### src/rtl/cbr_pkg.sv
package cbr_pkg;

   typedef enum logic [1:0] {
      PH_DEC  = 2'd0,
      PH_LIT  = 2'd1,
      PH_PROC = 2'd2,
      PH_WR   = 2'd3
   } phase_e;

   typedef enum logic [1:0] {
      BR_NONE  = 2'd0,
      BR_OVCLR = 2'd1,
      BR_ZCLR  = 2'd2
   } br_kind_e;

   localparam int unsigned NUM_OPC = 2;

   // Opcode byte for table entry idx.
   function automatic logic [7:0] opc_code(input int unsigned idx);
      return (idx == 0) ? 8'hE5 : 8'hE1;
   endfunction

   // Branch kind for table entry idx.
   function automatic br_kind_e opc_kind(input int unsigned idx);
      return (idx == 0) ? BR_OVCLR : BR_ZCLR;
   endfunction

endpackage

### src/rtl/cbr_phase_seq.sv
module cbr_phase_seq
   import cbr_pkg::*;
(
   input  logic   clk,
   input  logic   rst,
   input  logic   take_in,
   output phase_e phase,
   output logic   idle
);

   always_ff @(posedge clk) begin
      if (rst) begin
         phase <= PH_DEC;
         idle  <= 1'b0;
      end else begin
         phase <= phase_e'(phase + 2'd1);
         if (phase == PH_WR) begin
            idle <= idle ? 1'b0 : take_in;
         end
      end
   end

endmodule

### src/rtl/cbr_decode.sv
module cbr_decode
   import cbr_pkg::*;
#(
   parameter int unsigned IW    = 16,
   parameter int unsigned OFF_W = 8
) (
   input  logic [IW-1:0]    word,
   output logic             hit,
   output br_kind_e         kind,
   output logic [OFF_W-1:0] offset
);

   localparam int unsigned OPC_W = IW - OFF_W;

   if (OPC_W != 8) begin : g_bad_opc
      $error("cbr_decode: opcode field must be 8 bits wide");
   end

   logic [NUM_OPC-1:0] match;

   for (genvar gi = 0; gi < NUM_OPC; gi++) begin : g_opc
      assign match[gi] = (word[IW-1 -: OPC_W] == opc_code(gi));
   end

   always_comb begin
      kind = BR_NONE;
      for (int i = 0; i < NUM_OPC; i++) begin
         if (match[i]) kind = opc_kind(i);
      end
   end

   assign hit    = |match;
   assign offset = word[OFF_W-1:0];

endmodule

### src/rtl/cbr_target.sv
module cbr_target #(
   parameter int unsigned PC_W  = 21,
   parameter int unsigned OFF_W = 8
) (
   input  logic [PC_W-1:0]  pc,
   input  logic [OFF_W-1:0] offset,
   output logic [PC_W-1:0]  seq_pc,
   output logic [PC_W-1:0]  tgt
);

   localparam int unsigned EXT_W = PC_W - OFF_W - 1;

   logic [PC_W-1:0] disp;

   if (EXT_W > 0) begin : g_ext
      assign disp = {{EXT_W{offset[OFF_W-1]}}, offset, 1'b0};
   end else begin : g_noext
      assign disp = {offset, 1'b0};
   end

   assign seq_pc = pc + PC_W'(2);
   assign tgt    = seq_pc + disp;

endmodule

### src/rtl/cbr_unit.sv
module cbr_unit
   import cbr_pkg::*;
#(
   parameter int unsigned PC_W  = 21,
   parameter int unsigned IW    = 16,
   parameter int unsigned OFF_W = 8
) (
   input  logic            clk,
   input  logic            rst,
   input  logic [IW-1:0]   instr_word,
   input  logic            flag_ov,
   input  logic            flag_z,
   output logic [PC_W-1:0] pc_out,
   output logic [1:0]      phase_out,
   output logic            idle_out,
   output logic            taken_out,
   output logic            foreign_out
);

   if (PC_W < OFF_W + 2) begin : g_bad_pc
      $error("cbr_unit: PC_W too narrow for the doubled offset");
   end

   if (IW <= OFF_W) begin : g_bad_iw
      $error("cbr_unit: IW must exceed OFF_W");
   end

   phase_e           phase;
   logic             idle;
   logic [IW-1:0]    ir_q;
   logic             ov_q, z_q;
   logic [OFF_W-1:0] off_q;
   logic             foreign_q, take_q;
   logic [PC_W-1:0]  tgt_q, pc_q;

   logic             hit;
   br_kind_e         kind;
   logic [OFF_W-1:0] offset;
   logic [PC_W-1:0]  seq_pc, tgt;
   logic             cond;

   cbr_phase_seq u_seq (
      .clk     (clk),
      .rst     (rst),
      .take_in (take_q),
      .phase   (phase),
      .idle    (idle)
   );

   cbr_decode #(.IW(IW), .OFF_W(OFF_W)) u_dec (
      .word   (ir_q),
      .hit    (hit),
      .kind   (kind),
      .offset (offset)
   );

   cbr_target #(.PC_W(PC_W), .OFF_W(OFF_W)) u_tgt (
      .pc     (pc_q),
      .offset (off_q),
      .seq_pc (seq_pc),
      .tgt    (tgt)
   );

   always_comb begin
      unique case (kind)
         BR_OVCLR: cond = !ov_q;
         BR_ZCLR:  cond = !z_q;
         default:  cond = 1'b0;
      endcase
   end

   always_ff @(posedge clk) begin
      if (rst) begin
         ir_q      <= '0;
         ov_q      <= 1'b0;
         z_q       <= 1'b0;
         off_q     <= '0;
         foreign_q <= 1'b0;
         take_q    <= 1'b0;
         tgt_q     <= '0;
         pc_q      <= '0;
      end else if (!idle) begin
         unique case (phase)
            PH_DEC: begin
               ir_q <= instr_word;
               ov_q <= flag_ov;
               z_q  <= flag_z;
            end
            PH_LIT: begin
               foreign_q <= !hit;
               off_q     <= offset;
            end
            PH_PROC: begin
               take_q <= hit && cond;
               tgt_q  <= tgt;
            end
            PH_WR: begin
               if (!foreign_q) pc_q <= take_q ? tgt_q : seq_pc;
            end
            default: ;
         endcase
      end else begin
         if (phase == PH_LIT)  foreign_q <= 1'b0;
         if (phase == PH_PROC) take_q    <= 1'b0;
      end
   end

   assign pc_out      = pc_q;
   assign phase_out   = phase;
   assign idle_out    = idle;
   assign taken_out   = take_q;
   assign foreign_out = foreign_q;

endmodule

### config.mk
export PLATFORM = sky130hd
export DESIGN_NAME = cbr_unit
export DESIGN_NICKNAME = d
export VERILOG_FILES = /design/src/rtl/cbr_pkg.sv /design/src/rtl/cbr_phase_seq.sv /design/src/rtl/cbr_decode.sv /design/src/rtl/cbr_target.sv /design/src/rtl/cbr_unit.sv
export SDC_FILE = /design/constraint.sdc
export NUM_CORES = 1
export LEC_CHECK = 0
export CORE_AREA = 4 4 91 93
export CTS_BUF_LIST = sky130_fd_sc_hd__clkbuf_8
export CTS_CLUSTER_DIAMETER = 100
export CTS_CLUSTER_SIZE = 10
export DETAILED_ROUTE_END_ITERATION = 8
export DIE_AREA = 0 0 95 97
export DONT_BUFFER_PORTS = 1
export PLACE_DENSITY = 0.77
export SLEW_MARGIN = 0
export SYNTH_ARGS = -nofsm -noshare
export SYNTH_HDL_FRONTEND = slang
export SYNTH_SLANG_ARGS = --single-unit
### constraint.sdc
create_clock -name clk -period 3.3 [get_ports clk]
set_clock_uncertainty 0.15 [all_clocks]
set_input_delay 0.165 -clock clk [delete_from_list [all_inputs] [get_ports clk]]
set_output_delay 0.165 -clock clk [all_outputs]
set_load 0.1 [all_outputs]
== Word level (Yosys, flattened, before mapping) ==
Cells that the tools add are included.
Word-level totals
  bits of input ports: 20
  flip-flop bits (word level): 73
  output and inout bits: 26
  word-level logic and storage cells: 43
Cells by class
  add/subtract/negate cells: 3
  eq/ne operators: 7
  reduce and logical (&&, ||, !) cells: 10
  bitwise gates (word level): 2
  muxes and demuxes: 11
Operators with widths (number)
  21-bit by 2-bit adder with 21-bit output, second input constant: 1
  21-bit adder: 1
  21-bit 2-to-1 mux: 1
  8-bit equality test, second input constant: 2
  1-bit 2-to-1 mux: 8
  2-bit equality test, second input constant: 3
  2-bit AND reduction: 3
  2-bit by 1-bit equality test with 1-bit output, second input constant: 2
  1-bit logical NOT: 3
  3-bit AND reduction: 1
  2-bit by 1-bit adder with 2-bit output, second input constant: 1
  2-bit logical NOT: 1
  2-bit 2-to-1 mux: 1
  1-bit inverter: 2
  1-bit case mux with 2 select lines: 1
  2-bit OR reduction: 1
  1-bit logical AND: 1

== Depth between registers and ports, before layout ==
Gate-level depths: netlist of the first run.
  depth after elaboration: 8
  mapped depth: 14
  mapped depth without buffers: 12

== Modules after synthesis ==
Synthesis of the first run repeated with hierarchy kept, for this count alone.
Unflattened totals
  cells, all modules: 525
  area, all modules: 4433.0 µm²
By module, submodules not included
  cbr_unit: area each 2830.2 µm², cells each 312, sequential area each 1401.3 µm², instances 1
  cbr_target: area each 1390.1 µm², cells each 190, sequential area each 0.0 µm², instances 1
  cbr_decode: area each 111.4 µm², cells each 14, sequential area each 0.0 µm², instances 1
  cbr_phase_seq: area each 101.3 µm², cells each 9, sequential area each 60.1 µm², instances 1

== Worst setup path after synthesis of the first run ==
No wires, ideal clock.
  kind: reg-to-reg
  start: register pc_q[3] (netlist: pc_out[3])
  end: register tgt_q[19]
  stages on the path, launching flop included: 15
  required time: 3.015 ns
  arrival time: 3.822 ns
  path buffers: 3
  period minus slack after synthesis: 4.107 ns
  setup slack: -0.807 ns
  setup time: 0.135 ns
  cells stage by stage: dfxtp_1 -> buf_2 -> nand4_2 -> or2_1 -> buf_6 -> nor3_1 -> xor2_1 -> ha_1 -> buf_4 -> nand2_2 -> or3_4 -> or4_4 -> o211ai_2 -> xnor2_1 -> a211oi_2
Between the ends
  word-level cells in the longest chain between the ends: 2
RTL lines
  start, declared: line cbr_unit.sv:34  | logic [PC_W-1:0] tgt_q, pc_q;
  start signal, assigned: line cbr_unit.sv:98  | if (!foreign_q) pc_q <= take_q ? tgt_q : seq_pc;
  21-bit by 2-bit adder with 21-bit output: line cbr_target.sv:21  | assign seq_pc = pc + PC_W'(2);
  21-bit adder: line cbr_target.sv:22  | assign tgt = seq_pc + disp;
  end signal, assigned: line cbr_unit.sv:95  | tgt_q <= tgt;
  end, declared: line cbr_unit.sv:34
Every way passes these cells.
A chain may end at the register's enable or synchronous reset.

== Worst setup path after layout of the first run ==
  start: register pc_q[6] (netlist: pc_out[6])
  end: register tgt_q[20]
Same word-level chain as after synthesis.

==> results of run 1 <==
## metal layers
layer	share of wire, %	vias to the layer above	routed length (um)	GRT usage, %
met5	0.11	-	13	0
met3	6.4	36	778	6.45
met1	46	1927	5630	38.4
met4	2.5	2	297	8.44
li1	-	2042	-	-
met2	45	153	5390	39.9
## worst reg2reg max path, stage by stage, from the launching register on
cell	delay, ns
dfxtp_4	0.42
and4_4	0.28
nand4_1	0.13
xnor2_1	0.28
ha_1	0.36
a21oi_1	0.33
nor2_1	0.07
a21oi_1	0.20
buf_4	0.16
a21boi_0	0.13
o211a_1	0.26
a311o_1	0.30
## metrics by stage
stage | total power (uW) | setup TNS (ns) | hold WS, ns | util (%)
2_1_floorplan | 1320 | -0.00211 | 0.151 | -
3_3_place_gp | 1380 | 0 | 0.0819 | 62.5
3_5_place_dp | 1390 | 0 | 0.0866 | 62.5
4_1_cts | 2220 | 0 | 0.00168 | 68.2
5_1_grt | 2320 | -0.000859 | 0.00588 | 69.7
6_report | 2220 | 0 | -0.00180 | 69.7
## final cells by class
class | count | area, um^2 | area share, %
Tap cell | 102 | 128 | 2.43
Inverter | 13 | 48.8 | 0.930
Clock buffer | 10 | 138 | 2.62
Multi-Input combinational cell | 437 | 2810 | 53.6
Sequential cell | 73 | 1510 | 28.7
Clock inverter | 6 | 88.8 | 1.69
Timing Repair Buffer | 60 | 523 | 9.97
## worst max path at each step
stage	from	slack (ns)	to	depth (start not counted)
floorplan	pc_out[3]	-0.002	tgt_q[19]	14
global route	pc_out[3]	-0.0009	tgt_q[16]	10
finish	pc_out[6]	0.13	tgt_q[20]	11
global placement	pc_out[1]	0.07	tgt_q[16]	11
CTS	pc_out[1]	0.01	tgt_q[16]	10
detailed placement	pc_out[1]	0.04	tgt_q[16]	10
## Yosys cell counts (4+ instances only)
cell type    n  area, um^2
nand2_1    105         394
a21oi_1     79         395
dfxtp_1     73        1460
nor2_1      40         150
ha_1        26         325
clkbuf_1    25        93.8
o21ai_0     18        90.1
xnor2_1     15         131
nand3_1     14        70.1
inv_1       13        48.8
nand2b_1    13        81.3
xor2_1      10        87.6
a221oi_1     8        70.1
nor3_1       8        40.0
o211ai_1     8        60.1
nand3b_1     7        52.6
nand4_1      7        43.8
mux2i_1      6        60.1
or3_1        6        37.5
a21o_1       5        37.5
nor2b_1      5        31.3
a211oi_1     4        30.0
buf_1        4        15.0
buf_2        4        20.0
## what timing repair did
action	CTS	global route
setup buffers	0	2
hold buffers	19	0
setup endpoints to repair	0	6
endpoints found under the hold margin	70	0
gates resized for setup	0	20
## state kept, by name, summed over array words and instances, names as in the netlist
signal and count:
u_seq.idle 1, foreign_out 1, ir_q 16, pc_out 21, ov_q 1, off_q 8, u_seq.phase 2, z_q 1
taken_out 1, tgt_q 21
## power groups by stage
stage                     clock [uW]  sequential [uW]  combinational (uW)
after global placement             0              988                 388
after CTS                        816              972                 431
after floorplan                    0             1090                 221
after detailed placement           0              992                 397
final                            808              976                 438
after global routing             862              983                 477
## logic make-up after synthesis
logic type | count (synthesis) | synth area share (%)
AOI/OAI and AO/OA | 149 | 21.4
xor gates and xnor gates | 25 | 5.04
adders and majority gates | 27 | 7.94
buffers and inverters | 49 | 4.69
DFF | 73 | 33.6
muxes | 9 | 2.16
and+or+nand+nor | 227 | 25.2
==> reports/qor.csv, run 1 <==
stage,metric,value,unit
min_path,hold_path.startpoint,rst,
worst_setup_path,critPathLaunchType,register,
min_path,worstHoldPathCells,2,
routing,drc_errors,0,
logic_synthesis,seq_area_frac_synth,33.6,%
power_and_ir_drop,switching_power,708,uW
logic_synthesis,syn_area_per_cell,7.78,um^2
power_and_ir_drop,sw_frac_of_total,31.9,%
clock_network,cts_tree,yes,
routing,drt_iter0_markers,235,
worst_setup_path,slowest_stage,dfxtp_4,
placed_design,dpl.hpwl,8440,um
run_status,violations,negative hold slack,
run_status,outcome,"complete, but fails checks",
power_and_ir_drop,power_density,424,mW/mm^2
timing,tightest_slew,1.10,ns
power_and_ir_drop,seq_power_share,43.9,%
timing,slew_headroom,26.7,%
timing,slew_viol_final,0,
logic_synthesis,syn-cell-area,0.00435,mm^2
placed_design,dpl-instance-area,0.00470,mm^2
logic_synthesis,synth_edf_count,0,
layout,drive_gt1_share,17.7,%
clock_network,cts_root_buf,clkbuf_8,
placed_design,place_congestion,0.924,
min_path,min_to,pc_out[3],
power_and_ir_drop,clkPwrFrac,36.4,%
routing,wl_per_cell,17.3,um
layout,layout_commonest_cell,nand2_1,
worst_setup_path,cp_cell_sequence,"and4_4, nand4_1, xnor2_1, ha_1, a21oi_1, nor2_1, a21oi_1, buf_4, a21boi_0, o211a_1, a311o_1",
die,start_util,57.7,%
die,core_area,0.00753,mm^2
clock_network,htree_levels,3,
layout,antenna_cells,0,
grt,globalRouteTotalUtil,26.9,%
logic_synthesis,postSynth.asyncResetShare,0,%
grt,grt_pass1_wl,19700,um
placed_design,port_buffers,0,
timing,worst_slack,0.127,ns
power_and_ir_drop,leakagePower,0.00212,uW
routing,first_pass_iters,5,
worst_setup_path,critPathKind,register to register,
worst_setup_path,end_kind,register,
clock_network,numCtsBuffers,9,
power_and_ir_drop,intPower,1510,uW
timing,hold_slack,-0.00180,ns
placed_design,dpl_worst_slack,0.0365,ns
clock_network,clock_path_buffers,2,
die,dieArea,0.00922,mm^2
logic_synthesis,dominantRegCellSynth,dfxtp_1,
min_path,hold_class,primary input to register,
worst_setup_path,cpPeakStageDelay,0.42,ns
worst_setup_path,path_max_fanout,7,
worst_setup_path,required,3.40,ns
layout,instances_no_fill,701,
routing,viasPerCell,5.93,
routing,antenna_left,0,
worst_setup_path,reg2reg_setup_slack,0.13,ns
worst_setup_path,rr_startpoint,pc_out[6],
worst_setup_path,r2r_cells,11,
timing,setup_viol,0,
flow_run,maxCapViolations,0,
timing,finalCritPeriodShare,96.1,%
grt,grt_overflow,0,
clock_network,clk_latency,0.36,ns
layout,syn2layout_area_growth,20.7,%
logic_synthesis,netlist_instances,559,
logic_synthesis,ys_warn_count,0,
grt,first_global_vias,3904,
die,io_pins,46,
placed_design,placedCellCount,664,
die,die_width,95,um
logic_synthesis,ys_types,63,
power_and_ir_drop,vdd_drop_max,244,uV
layout,layout_common_cells,"nand2_1 (105), a21oi_1 (77), dfxtp_1 (57)",
clock_network,clock_sinks,73,
die,fp.dieH,97,um
worst_setup_path,arrival,3.27,ns
layout,n_fill_cell,614,
routing,vias,4160,
grt,grt_max_degree,72,
layout,final_area,0.00525,mm^2
logic_synthesis,syn_nets,606,
worst_setup_path,cp_common_cell,a21oi_1,
logic_synthesis,synth-seq-cells,73,
worst_setup_path,critical_path.top_delay_family,compound AO/OA/AOI/OAI gates,
layout,nets,641,
die,rows,32,
clock_network,clkTransAtPathRegs,0.09,ns
timing,hold_viol,1,
grt,antenna_found_initial,1,
worst_setup_path,r2r_end,tgt_q[20],
worst_setup_path,crit_buf_inv,1,
routing,wl,12100,um
timing,timing.fmax,315,MHz
power_and_ir_drop,pwr-share-comb,19.7,%
timing,fin_crit,3.17,ns
Note: power is estimated with default switching activity, not from simulation.
==> inputs of run 2 (changes only) <==
--- a/config.mk
+++ b/config.mk
@@ -6,12 +6,12 @@
 export NUM_CORES = 1
 export LEC_CHECK = 0
-export CORE_AREA = 4 4 91 93
+export CORE_AREA = 4 4 77 108
 export CTS_BUF_LIST = sky130_fd_sc_hd__clkbuf_8
 export CTS_CLUSTER_DIAMETER = 100
 export CTS_CLUSTER_SIZE = 10
 export DETAILED_ROUTE_END_ITERATION = 8
-export DIE_AREA = 0 0 95 97
+export DIE_AREA = 0 0 81 112
 export DONT_BUFFER_PORTS = 1
-export PLACE_DENSITY = 0.77
+export PLACE_DENSITY = 0.78
 export SLEW_MARGIN = 0
 export SYNTH_ARGS = -nofsm -noshare
--- a/constraint.sdc
+++ b/constraint.sdc
@@ -3,3 +3,3 @@
 set_input_delay 0.165 -clock clk [delete_from_list [all_inputs] [get_ports clk]]
 set_output_delay 0.165 -clock clk [all_outputs]
-set_load 0.1 [all_outputs]
+set_load 0.02 [all_outputs]
==> reports/qor.csv, run 2 (same netlist as run 1, synthesis figures left out) <==
stage,metric,value,unit,change
timing,slew_viol_final,0,,unchanged
worst_setup_path,r2r_cells,11,,unchanged
power_and_ir_drop,clkPwrFrac,38.1,%,was 36.4%
layout,instances_no_fill,690,,was 701
worst_setup_path,r2r_end,tgt_q[19],,was tgt_q[20]
power_and_ir_drop,sw_frac_of_total,29.9,%,was 31.9%
layout,final_area,0.00516,mm^2,was 0.00525 mm^2
timing,finalCritPeriodShare,95.8,%,was 96.1%
timing,slew_headroom,28.2,%,was 26.7%
min_path,hold_path.startpoint,rst,,unchanged
run_status,violations,design-rule violations,,was negative hold slack
layout,nets,635,,was 641
layout,layout_common_cells,"nand2_1 (104), a21oi_1 (76), dfxtp_1 (66)",,"was nand2_1 (105), a21oi_1 (77), dfxtp_1 (57)"
placed_design,dpl-instance-area,0.00455,mm^2,was 0.00470 mm^2
placed_design,place_congestion,1.04,,was 0.924
grt,globalRouteTotalUtil,29.3,%,was 26.9%
die,dieArea,0.00907,mm^2,was 0.00922 mm^2
power_and_ir_drop,intPower,1500,uW,was 1510 uW
worst_setup_path,arrival,3.29,ns,was 3.27 ns
worst_setup_path,critPathLaunchType,register,,unchanged
routing,viasPerCell,6.23,,was 5.93
layout,antenna_cells,0,,unchanged
grt,grt_pass1_wl,20500,um,was 19700 um
clock_network,clock_sinks,73,,unchanged
grt,first_global_vias,4286,,was 3904
worst_setup_path,critPathKind,register to register,,unchanged
timing,tightest_slew,1.07,ns,was 1.10 ns
worst_setup_path,rr_startpoint,pc_out[4],,was pc_out[6]
worst_setup_path,required,3.43,ns,was 3.40 ns
power_and_ir_drop,seq_power_share,45.7,%,was 43.9%
clock_network,clk_latency,0.36,ns,about the same
die,core_area,0.00731,mm^2,was 0.00753 mm^2
routing,antenna_left,0,,unchanged
worst_setup_path,crit_start,pc_out[4],,was pc_out[6]
die,fp.dieH,112,um,was 97 um
placed_design,dpl_worst_slack,0.00895,ns,was 0.0365 ns
placed_design,port_buffers,0,,unchanged
power_and_ir_drop,pwr-share-comb,16.2,%,was 19.7%
layout,syn2layout_area_growth,18.7,%,was 20.7%
routing,drc_errors,1,,was 0
timing,timing.fmax,316,MHz,was 315 MHz
timing,setup_viol,0,,unchanged
timing,worst_slack,0.139,ns,was 0.127 ns
grt,grt_overflow,0,,unchanged
power_and_ir_drop,vdd_drop_max,366,uV,was 244 uV
layout,n_fill_cell,572,,was 614
power_and_ir_drop,power_density,414,mW/mm^2,was 424 mW/mm^2
routing,wl_per_cell,18.7,um,was 17.3 um
die,io_pins,46,,unchanged
min_path,worstHoldPathCells,2,,unchanged
min_path,hold_class,primary input to register,,unchanged
die,start_util,59.4,%,was 57.7%
worst_setup_path,reg2reg_setup_slack,0.14,ns,was 0.13 ns
grt,grt_max_degree,73,,was 72
clock_network,cts_tree,yes,,unchanged
placed_design,placedCellCount,651,,was 664
clock_network,numCtsBuffers,9,,unchanged
power_and_ir_drop,switching_power,639,uW,was 708 uW
die,die_width,81,um,was 95 um
clock_network,clock_path_buffers,2,,unchanged
power_and_ir_drop,leakagePower,0.00208,uW,was 0.00212 uW
routing,wl,12900,um,was 12100 um
timing,fin_crit,3.16,ns,was 3.17 ns
clock_network,clkTransAtPathRegs,0.09,ns,about the same
flow_run,maxCapViolations,0,,unchanged
placed_design,dpl.hpwl,8700,um,was 8440 um
layout,layout_commonest_cell,nand2_1,,unchanged
worst_setup_path,path_max_fanout,6,,was 7
routing,drt_iter0_markers,269,,was 235
routing,vias,4302,,was 4160
min_path,min_to,pc_out[20],,was pc_out[3]
die,rows,37,,was 32
timing,hold_slack,0.00587,ns,was -0.00180 ns
timing,hold_viol,0,,was 1
run_status,outcome,"complete, but fails checks",,unchanged
clock_network,cts_root_buf,clkbuf_8,,unchanged
clock_network,htree_levels,3,,unchanged
layout,drive_gt1_share,15.9,%,was 17.7%
grt,antenna_found_initial,0,,was 1
worst_setup_path,end_kind,register,,unchanged
routing,first_pass_iters,7,,was 5
run 2: changes by cell type in the layout (fill, tap and decap cells not counted), moves of 2 or more:
| cell | change |
|---|---|
| xor2_1 | -2 |
| dfxtp_1 | +9 |
| inv_6 | +2 |
| buf_4 | -4 |
| xor2_2 | +2 |
| dfxtp_4 | -8 |
| buf_6 | -2 |
run 2: layout make-up:
class	count	area [um^2]	share of cell area, %
clock buffers	9	124	2.40
clock inverters	7	100	1.94
inverters	13	48.8	0.946
multi-input cells	437	2820	54.6
flip-flops and latches	73	1480	28.6
well taps	97	121	2.35
repair buffers	54	470	9.12
run 2: repair_timing:
action / CTS / global route
gates resized for setup: 2 / 26
hold endpoints to repair: 72 / 0
setup buffers: 0 / 4
hold buffers: 19 / 0
endpoints found under the setup margin: 2 / 8
pin swaps: 0 / 5
run 2: critical path: stages (launching register included):
cell,delay (ns)
dfxtp_2,0.40
and4_2,0.30
nand3_4,0.14
nor3_4,0.27
xor2_2,0.16
ha_4,0.32
nand2_2,0.07
or3_4,0.40
or4_4,0.48
o211ai_2,0.09
xnor2_1,0.10
a211oi_2,0.21
run 2: power by group through the flow:
| stage | sequential [uW] | combinational (uW) | clock (uW) |
|---|---|---|---|
| after global placement | 992 | 283 | 0 |
| final | 977 | 346 | 815 |
| after CTS | 973 | 324 | 812 |
| after floorplan | 998 | 216 | 0 |
| after detailed placement | 994 | 289 | 0 |
| after global routing | 984 | 380 | 859 |
run 2: stage by stage:
stage	setup TNS [ns]	power [uW]	util [%]
6_report	0	2140	70.5
5_1_grt	-0.0234	2220	70.5
4_1_cts	0	2110	68.3
3_5_place_dp	0	1280	62.3
3_3_place_gp	0	1270	62.3
2_1_floorplan	0	1210	-
run 2: worst max-delay path by stage:
stage / end / depth (start not counted)
after floorplan: tgt_q[19] / 14
after global placement: tgt_q[20] / 10
after detailed placement: tgt_q[20] / 11
after CTS: tgt_q[20] / 11
after global routing: tgt_q[20] / 12
final: tgt_q[19] / 11
run 2: metal layers:
metal	global-route usage (%)	vias up	part of all wire (%)
met2	53.2	193	53
met3	5.83	54	5.4
met5	0	-	0
met4	19.2	0	6.8
met1	29.0	2029	34
li1	-	2026	-
==> inputs of run 3 (changes only) <==
- BUFFER_PORTS_ARGS: not set -> -buffer_cell sky130_fd_sc_hd__buf_4
- CORE_AREA: 4 4 77 108 -> 4 4 81 113
- DIE_AREA: 0 0 81 112 -> 0 0 85 117
- DONT_BUFFER_PORTS: 1 -> not set
- PLACE_DENSITY: 0.78 -> 0.76
==> reports/qor.csv, run 3 (same netlist as run 1, synthesis figures left out) <==
stage,metric,value,unit,change
grt,grt_pass1_wl,19300,um,was 20500 um
routing,wl_per_cell,16.8,um,was 18.7 um
die,fp.dieH,117,um,was 112 um
grt,grt_overflow,0,,unchanged
power_and_ir_drop,pwr-share-comb,17.2,%,was 16.2%
die,rows,39,,was 37
placed_design,dpl.hpwl,8960,um,was 8700 um
timing,hold_viol,0,,unchanged
worst_setup_path,cp_common_cell,xor2_1,,
placed_design,dpl_worst_slack,-0.0381,ns,was 0.00895 ns
die,io_pins,46,,unchanged
clock_network,clock_sinks,73,,unchanged
timing,worst_slack,0.126,ns,was 0.139 ns
worst_setup_path,cp_cell_sequence,"nand4_2, or2_4, nor2_1, xor2_1, ha_1, a21oi_2, nand2_1, or3_1, a41oi_1, xor2_1, o21ai_0",,"was and4_2, nand3_4, nor3_4, xor2_2, ha_4, nand2_2, or3_4, or4_4, o211ai_2, xnor2_1, a211oi_2"
worst_setup_path,end_kind,register,,unchanged
worst_setup_path,slowest_stage,dfxtp_2,,was or4_4
min_path,hold_class,primary input to register,,unchanged
layout,antenna_cells,0,,unchanged
timing,fin_crit,3.17,ns,was 3.16 ns
power_and_ir_drop,switching_power,615,uW,was 639 uW
routing,viasPerCell,5.84,,was 6.23
layout,seq_area,0.00148,mm^2,unchanged
timing,finalCritPeriodShare,96.2,%,was 95.8%
timing,setup_viol,0,,unchanged
layout,instances_no_fill,737,,was 690
routing,first_pass_iters,5,,was 7
die,die_width,85,um,was 81 um
worst_setup_path,critPathKind,register to register,,unchanged
layout,layout_commonest_cell,nand2_1,,unchanged
power_and_ir_drop,leakagePower,0.00227,uW,was 0.00208 uW
layout,multi_input_area,0.00278,mm^2,was 0.00282 mm^2
layout,n_fill_cell,676,,was 572
grt,antenna_found_initial,0,,unchanged
layout,syn2layout_area_growth,24.5,%,was 18.7%
routing,vias,4303,,was 4302
timing,hold_slack,0.0984,ns,was 0.00587 ns
layout,drive_gt1_share,20.6,%,was 15.9%
routing,antenna_left,0,,unchanged
power_and_ir_drop,seq_power_share,45.8,%,was 45.7%
run_status,outcome,completed,,"was complete, but fails checks"
power_and_ir_drop,power_density,393,mW/mm^2,was 414 mW/mm^2
clock_network,cts_tree,yes,,unchanged
timing,timing.fmax,315,MHz,was 316 MHz
power_and_ir_drop,clkPwrFrac,37.0,%,was 38.1%
clock_network,htree_levels,3,,unchanged
grt,first_global_vias,4177,,was 4286
power_and_ir_drop,vdd_drop_max,340,uV,was 366 uV
clock_network,clkTransAtPathRegs,0.08,ns,was 0.09 ns
worst_setup_path,cpPeakStageDelay,0.41,ns,was 0.48 ns
routing,wl,12400,um,was 12900 um
clock_network,cts_root_buf,clkbuf_8,,unchanged
die,dieArea,0.00995,mm^2,was 0.00907 mm^2
layout,nets,677,,was 635
layout,layout_common_cells,"nand2_1 (105), buf_4 (78), a21oi_1 (75)",,"was nand2_1 (104), a21oi_1 (76), dfxtp_1 (66)"
grt,grt_max_degree,43,,was 73
grt,globalRouteTotalUtil,24.7,%,was 29.3%
power_and_ir_drop,intPower,1510,uW,was 1500 uW
clock_network,numCtsBuffers,9,,unchanged
timing,slew_viol_final,0,,unchanged
worst_setup_path,arrival,3.26,ns,was 3.29 ns
die,core_area,0.00815,mm^2,was 0.00731 mm^2
placed_design,placedCellCount,699,,was 651
placed_design,port_buffers,45,,was 0
worst_setup_path,path_max_fanout,6,,unchanged
die,start_util,53.3,%,was 59.4%
flow_run,maxCapViolations,0,,unchanged
placed_design,place_congestion,0.951,,was 1.04
layout,fin_util,66.4,%,was 70.5%
power_and_ir_drop,sw_frac_of_total,28.9,%,was 29.9%
routing,drc_errors,0,,was 1
timing,tightest_slew,0.645,ns,was 1.07 ns
routing,drt_iter0_markers,238,,was 269
clock_network,clk_latency,0.35,ns,was 0.36 ns
timing,slew_headroom,56.9,%,was 28.2%
worst_setup_path,required,3.38,ns,was 3.43 ns
clock_network,clock_path_buffers,2,,unchanged
worst_setup_path,critPathLaunchType,register,,unchanged
-- run 3: timing repair --
action,in CTS,in global routing
gates cloned,0,0
setup buffers,0,4
pin swaps,0,6
endpoints found under the setup margin,1,6
hold buffers,18,0
hold endpoints to repair,18,0
gates resized for setup,1,21
-- run 3: critical path: cells and delay by family, from the launching register on --
family	cells	cell delay, ns
DFF	1	0.41
and+or+nand+nor	5	1.03
adders and majority gates	1	0.36
AOI/OAI and AO/OA	3	0.64
xor gates and xnor gates	2	0.48
-- run 3: path summary, 6_finish.rpt --
check / start / endpoint / slack, ns / cells after the start
min reg2reg: ir_q[0] / off_q[0] / 0.31 / 2
max reg2reg: pc_out[5] / tgt_q[13] / 0.13 / 11
min: rst / pc_out[15] / 0.1 / 2
max: pc_out[5] / tgt_q[13] / 0.13 / 11
-- run 3: power by group through the flow --
stage	logic, uW	registers [uW]	clock network [uW]
after CTS	359	973	795
after detailed placement	340	993	0
final	366	974	788
after floorplan	216	998	0
after global placement	332	991	0
after global routing	404	980	830
-- run 3: cell type report --
class / count / share of cell area (%)
multi-input combinational: 437 / 51.3
sequential: 73 / 27.3
timing repair buffer: 96 / 14.2
tap: 102 / 2.36
clock buffer: 9 / 2.29
clock inverter: 7 / 1.76
inverter: 13 / 0.902
-- run 3: per-layer routing --
layer | routed length (um) | up-vias | GRT usage (%) | part of all wire [%]
met5 | 0 | - | 0 | 0
met4 | 864 | 0 | 18.3 | 7.0
met3 | 473 | 54 | 3.78 | 3.8
met2 | 6410 | 131 | 45.9 | 52
met1 | 4620 | 2004 | 24.6 | 37
li1 | - | 2114 | - | -
-- run 3: stage by stage --
stage               instance area (um^2)  TNS [ns]  total power (uW)
finish                              5410         0              2130
global route                        5410   -0.0225              2210
global placement                    4880  -0.00966              1320
detailed placement                  4880   -0.0381              1330
CTS                                 5290         0              2130
floorplan                           4360         0              1210
